[src/rtl/pred_eval_pkg.sv]
package pred_eval_pkg;
  localparam int unsigned SEL_W = 3;
  localparam int unsigned N_COND = 1 << SEL_W;

  typedef struct packed {
    logic n;
    logic z;
    logic c;
    logic v;
  } flags_t;

  // Base condition vector, index = select value
  function automatic logic [N_COND-1:0] base_conds(input flags_t f);
    logic [N_COND-1:0] b;
    b[0] = f.z;
    b[1] = f.c;
    b[2] = f.n;
    b[3] = f.v;
    b[4] = f.c & ~f.z;
    b[5] = ~(f.n ^ f.v);
    b[6] = ~f.z & ~(f.n ^ f.v);
    b[7] = 1'b1;
    return b;
  endfunction
endpackage

[src/rtl/pred_sel_dec.sv]
module pred_sel_dec
  import pred_eval_pkg::*;
(
  input  logic [SEL_W-1:0]  sel_i,
  output logic [N_COND-1:0] sel_n_o
);
  for (genvar g = 0; g < N_COND; g++) begin : g_line
    assign sel_n_o[g] = ~(sel_i == SEL_W'(g));
  end

  always_comb begin
    p_onehot_low_r4: assert ($countones(~sel_n_o) == 1);
  end
endmodule

[src/rtl/pred_mux.sv]
module pred_mux
  import pred_eval_pkg::*;
(
  input  logic [N_COND-1:0] cond_i,
  input  logic [N_COND-1:0] sel_n_i,
  output logic              out_o
);
  logic [N_COND-1:0] pass;
  for (genvar g = 0; g < N_COND; g++) begin : g_sw
    assign pass[g] = cond_i[g] & ~sel_n_i[g];
  end
  assign out_o = |pass;
endmodule

[src/rtl/pred_eval.sv]
module pred_eval
  import pred_eval_pkg::*;
#(
  parameter bit REG_OUT = 1'b0,
  parameter int unsigned INSTR_W = 32,
  localparam int unsigned FLD_LO = INSTR_W - 4
) (
  input  logic               clk_i,
  input  logic               rst_ni,
  input  logic [INSTR_W-1:0] instr_i,
  input  logic               flag_n_i,
  input  logic               flag_z_i,
  input  logic               flag_c_i,
  input  logic               flag_v_i,
  input  logic               irq_pend_i,
  input  logic               undef_i,
  output logic               exec_en_o
);
  flags_t            flags;
  logic [N_COND-1:0] conds;
  logic [N_COND-1:0] sel_n;
  logic [SEL_W-1:0]  sel;
  logic              invert;
  logic              chosen;
  logic              cond_ok;
  logic              blocked;
  logic              en_comb;

  assign flags   = '{n: flag_n_i, z: flag_z_i, c: flag_c_i, v: flag_v_i};
  assign conds   = base_conds(flags);
  assign sel     = instr_i[INSTR_W-1 -: SEL_W];
  assign invert  = instr_i[FLD_LO];
  assign blocked = irq_pend_i | undef_i;

  pred_sel_dec u_dec (.sel_i(sel), .sel_n_o(sel_n));
  pred_mux     u_mux (.cond_i(conds), .sel_n_i(sel_n), .out_o(chosen));

  assign cond_ok = chosen ^ invert;
  assign en_comb = cond_ok & ~blocked;

  if (REG_OUT) begin : g_reg
    logic en_q;
    always_ff @(posedge clk_i) begin
      if (!rst_ni) en_q <= 1'b0;
      else         en_q <= en_comb;
    end
    assign exec_en_o = en_q;

    p_reg_block_r5: assert property (@(posedge clk_i) disable iff (!rst_ni)
      $past(rst_ni) && $past(blocked) |-> !exec_en_o);
    p_reg_delay_r6: assert property (@(posedge clk_i) disable iff (!rst_ni)
      $past(rst_ni) |-> exec_en_o == $past(cond_ok & ~blocked));
  end else begin : g_comb
    assign exec_en_o = en_comb;
  end

  always_comb begin
    if (blocked) p_block_r5: assert (!en_comb);
    if (instr_i[INSTR_W-1 -: 4] == 4'b1111) p_never_r3: assert (!cond_ok);
    if (instr_i[INSTR_W-1 -: 4] == 4'b1110) p_always_r3: assert (cond_ok);
    p_sel_match_r4: assert (!sel_n[sel]);
  end
endmodule

[config.mk]
export PLATFORM = sky130hd
export DESIGN_NAME = pred_eval
export DESIGN_NICKNAME = d
export VERILOG_FILES = /design/src/rtl/pred_eval_pkg.sv /design/src/rtl/pred_sel_dec.sv /design/src/rtl/pred_mux.sv /design/src/rtl/pred_eval.sv
export SDC_FILE = /design/constraint.sdc
export NUM_CORES = 1
export LEC_CHECK = 0
export ABC_AREA = 1
export BUFFER_PORTS_ARGS = -buffer_cell sky130_fd_sc_hd__buf_2
export CORE_AREA = 2 2 39 41
export DETAILED_ROUTE_END_ITERATION = 7
export DIE_AREA = 0 0 41 43
export MAX_ROUTING_LAYER = met4
export PLACE_DENSITY = 0.58
export RECOVER_POWER = 25
export SLEW_MARGIN = 25
export SYNTH_ARGS = -nofsm -noshare
export SYNTH_HDL_FRONTEND = slang
export SYNTH_SLANG_ARGS = --single-unit
[constraint.sdc]
create_clock -name vclk -period 1.1
set_input_delay 0.22 -clock vclk [all_inputs]
set_output_delay 0.22 -clock vclk [all_outputs]
set_load 0.1 [all_outputs]
# Yosys cells after proc, flatten, opt, wreduce, memory -nomap -nowiden
# Cells that the tools add are included.
# totals
reg_bits	0
output_inout_bits	1
# op_classes
reduce_logical	2
bitwise	16
n_eq_ne	7
# ops
cell	n
$eq 3x3->1 const B	4
$and 1x1->1	10
$reduce_or 8->1	1
$eq 3x2->1 const B	2
$eq 3x1->1 const B	1
$logic_not 3->1	1
$not 1->1	3
$xor 1x1->1	2
$or 1x1->1	1

# Longest topological paths before layout
# depth
word_depth	7
depth_mapped	8

# Hierarchy
# From an unflattened synthesis, not the netlist that was laid out.
# hier_totals
cells_unflattened	50
hier_area_um2	200.2
# modules_own_cells
mod	cells_each	area_each_um2	instances
pred_mux	23	86.3	1
pred_eval	15	61.3	1
pred_sel_dec	12	52.6	1

# Least setup slack after synthesis
# No wires, ideal clock.
# synth_path
path_kind	input to output
startpoint	input port instr_i[29]
endpoint	output port exec_en_o
n_path_buf	0
arrival_time_ps	1874
cell_stages	7
setup_slack_ps	-994
required_time_ps	880
cell_sequence	nand2_1 > nand2_1 > a21oi_1 > nand2_1 > nand3_2 > nand2_1 > nor2_1
# synth_via
elab_chain_len	5
word_cells_on_any_way	18
# synth_rtl
item	line_no	text
start: declaration	pred_eval.sv:10	input logic [INSTR_W-1:0] instr_i,
$eq 3x1->1, or another cell as far along	pred_sel_dec.sv:8	assign sel_n_o[g] = ~(sel_i == SEL_W'(g));
$and 1x1->1	pred_mux.sv:10	assign pass[g] = cond_i[g] & ~sel_n_i[g];
$reduce_or 8->1 *	pred_mux.sv:12	assign out_o = |pass;
$xor 1x1->1 *	pred_eval.sv:38	assign cond_ok = chosen ^ invert;
$and 1x1->1 *	pred_eval.sv:39	assign en_comb = cond_ok & ~blocked;
end: declaration	pred_eval.sv:17	output logic exec_en_o
# Every way passes the cells marked *; elsewhere a longest branch is shown, timed or not.

# Final worst setup path
# layout_path
startpoint	input port instr_i[30]
endpoint	output port exec_en_o
# Same word-level chain as after synthesis.

==> impl_metrics.yaml <==
place:
  place_inst: 58
  place_hpwl_um: 336.9
  gp_congestion: 0.6743
  port_buffers: 11
worst_hold_path:
  hold_path.class: "primary input to primary output"
synth:
  synthTopCellsByCount: "nand2_1 (11), nor2_1 (8), inv_1 (4), a21oi_1 (2)"
  yosysMostFrequentCell: "nand2_1"
  synth-adder-area-share: 0
  synth_top_area_frac: 0.3056
  synth_warnings: 0
  postSynthCellCount: 31
  synth_area_um2: 135.1
  synth_mux_area_frac: 0
  synthTopCellsByArea: "nand2_1 (31%), nor2_1 (22%), inv_1 (11%)"
  synth_area_leader_cell: "nand2_1"
  synthSimpleGateAreaFrac: 0.7222
  yosys.area_share.xor_xnor: 0
  yosysSeqAreaShare: 0
  synth_compound_area_frac: 0.1111
  ys_types: 10
  synth_top_family_by_area: "simple AND/OR/NAND/NOR gates"
  syn_avg_cell_area_um2: 4.359
  syn_nets: 71
setup_path:
  crit_start: "instr_i[30]"
  cp-endpoint: "exec_en_o"
  path_class: "primary input to primary output"
  path_max_fanout: 5
  worstSetupStartpointType: "primary input"
  cp-end-kind: "primary output"
  critPathSlowestCell: "buf_12"
  path_cells: "buf_12, nand2_2, clkinv_2, nor2_2, nand2_1, nand2_2, a21oi_2, nor2_4, buf_12"
  cp_data_required_time_ps: 880
  slowest_delay_ps: 180
  cp.arrival_ps: 1060
status:
  status: "finished, violations left"
  violations: "setup timing"
grt:
  grt_max_degree: 6
  grt_overflow: 0
  grt_pass1_vias: 161
  grt_use_total: 0.05015
  grt_pass1_wl_um: 641
  antenna_found_initial: 0
sta:
  relSlewSlack: 0.8970
  fin_crit_sh: 1.163
  max_freq_ghz: 0.7819
  maxSlewViolCount: 0
  setup_ws_ps: -178.9
  finalSetupViolCount: 1
  hold-worst-slack_ps: 830.2
  fin_crit_ps: 1279
  worst_slew_pin_slew_ps: 154.5
  rsz0062_at_grt: "yes"
  hold_viol: 0
power:
  p_leak_nw: 0.1554
  fin_total_pwr_w: 0.0001391
  power_density_mw_per_mm2: 414.8
  vdd_drop_max_uv: 149.4
finish:
  n_clock_buffer: 0
  seq_cells: 0
  instances_no_fill: 58
  num_antenna_cells: 0
  layout.nets: 84
  nFillCells: 160
  area.growth.synth_to_final_pct: 148.1
  drive_above_1_share: 0.7381
  regArea_um2: 0
routing:
  first_pass_iters: 2
  drtIter0Drc: 2
  postRouteAntennaNets: 0
  drc_errors: 0
  routed_wl_um: 379
  num_vias: 212
  drt-wirelength-per-cell_um: 6.534
  routed_via_density: 3.655
floorplan:
  fp.dieW_um: 41
  ios: 41
  std_cell_rows: 14
  initial_utilization: 0.09765
  fp.dieArea_mm2: 0.001763
  core-area_mm2: 0.001384
  die_height_um: 43
run:
  maxCapViolCount: 0
clocking:
  hold_buffers: 0
==> where the power goes <==
group / switching [W] / internal (W) / leakage [nW]
sequential: 0 / 0 / 0
combinational: 0.0000741 / 0.0000650 / 0.155
clock: 0 / 0 / 0
==> final cells by class <==
| type | instances | area (µm²) | share of cell area |
|---|---|---|---|
| Inverter | 6 | 26.28 | 0.07836 |
| Multi-Input combinational cell | 25 | 176.4 | 0.5261 |
| Timing Repair Buffer | 11 | 112.6 | 0.3358 |
| Tap cell | 16 | 20.02 | 0.05970 |
==> how the worst min path moves through the flow <==
| stage | slack [ps] | start | to | cells past startpoint |
|---|---|---|---|---|
| finish | 830 | irq_pend_i | exec_en_o | 5 |
| global placement | 830 | irq_pend_i | exec_en_o | 5 |
| global route | 850 | irq_pend_i | exec_en_o | 5 |
| detailed placement | 830 | irq_pend_i | exec_en_o | 5 |
| CTS | 840 | irq_pend_i | exec_en_o | 5 |
| floorplan | 630 | irq_pend_i | exec_en_o | 3 |
==> layer usage <==
metal / share of wire / up-vias / GRT usage
li1: - / 115 / -
met3: 0.095 / 0 / 0.005236
met1: 0.40 / 90 / 0.07911
met2: 0.51 / 7 / 0.07188
met4: 0 / 0 / 0
met5: 0 / - / -
==> layout by cell type, fill, tap and decap left out <==
cell type,instances
buf_12,3
nand3_2,2
clkinv_2,1
buf_2,6
inv_2,2
inv_1,2
inv_4,1
buf_6,2
nor2_1,3
nand2_1,5
nand2_2,5
nor2_4,3
o21ai_1,1
a21oi_2,2
nor2_2,3
nand2_8,1
==> logic make-up (layout without fill, tap and decap cells) <==
group                  count (synthesis)  in the layout
AOI/OAI and AO/OA                      3              3
and+or+nand+nor                       22             22
buffers and inverters                  6             17
==> stage by stage <==
step                cell area [µm²]  utilization  setup slack, ps  setup TNS, ps
floorplan                     175.2            -           -221.7         -221.7
global placement              265.3       0.1917           -317.4         -317.4
detailed placement            265.3       0.1917           -331.1         -331.1
CTS                           330.3       0.2387           -180.8         -180.8
global route                  335.3       0.2423           -244.3         -244.3
finish                        335.3       0.2423           -178.9         -178.9
==> critical path: cells and delay by family <==
family	cells	cell delay (ps)
AOI/OAI and AO/OA	1	70
buffers and inverters	3	350
and+or+nand+nor	5	430
==> repair_timing <==
| item | CTS | global route |
|---|---|---|
| resized for setup | 20 | 3 |
| pin swaps | 10 | 3 |
| endpoints found under the setup margin | 1 | 1 |
| buffers inserted | 0 | 0 |
Power figures use the tool's default switching activity.
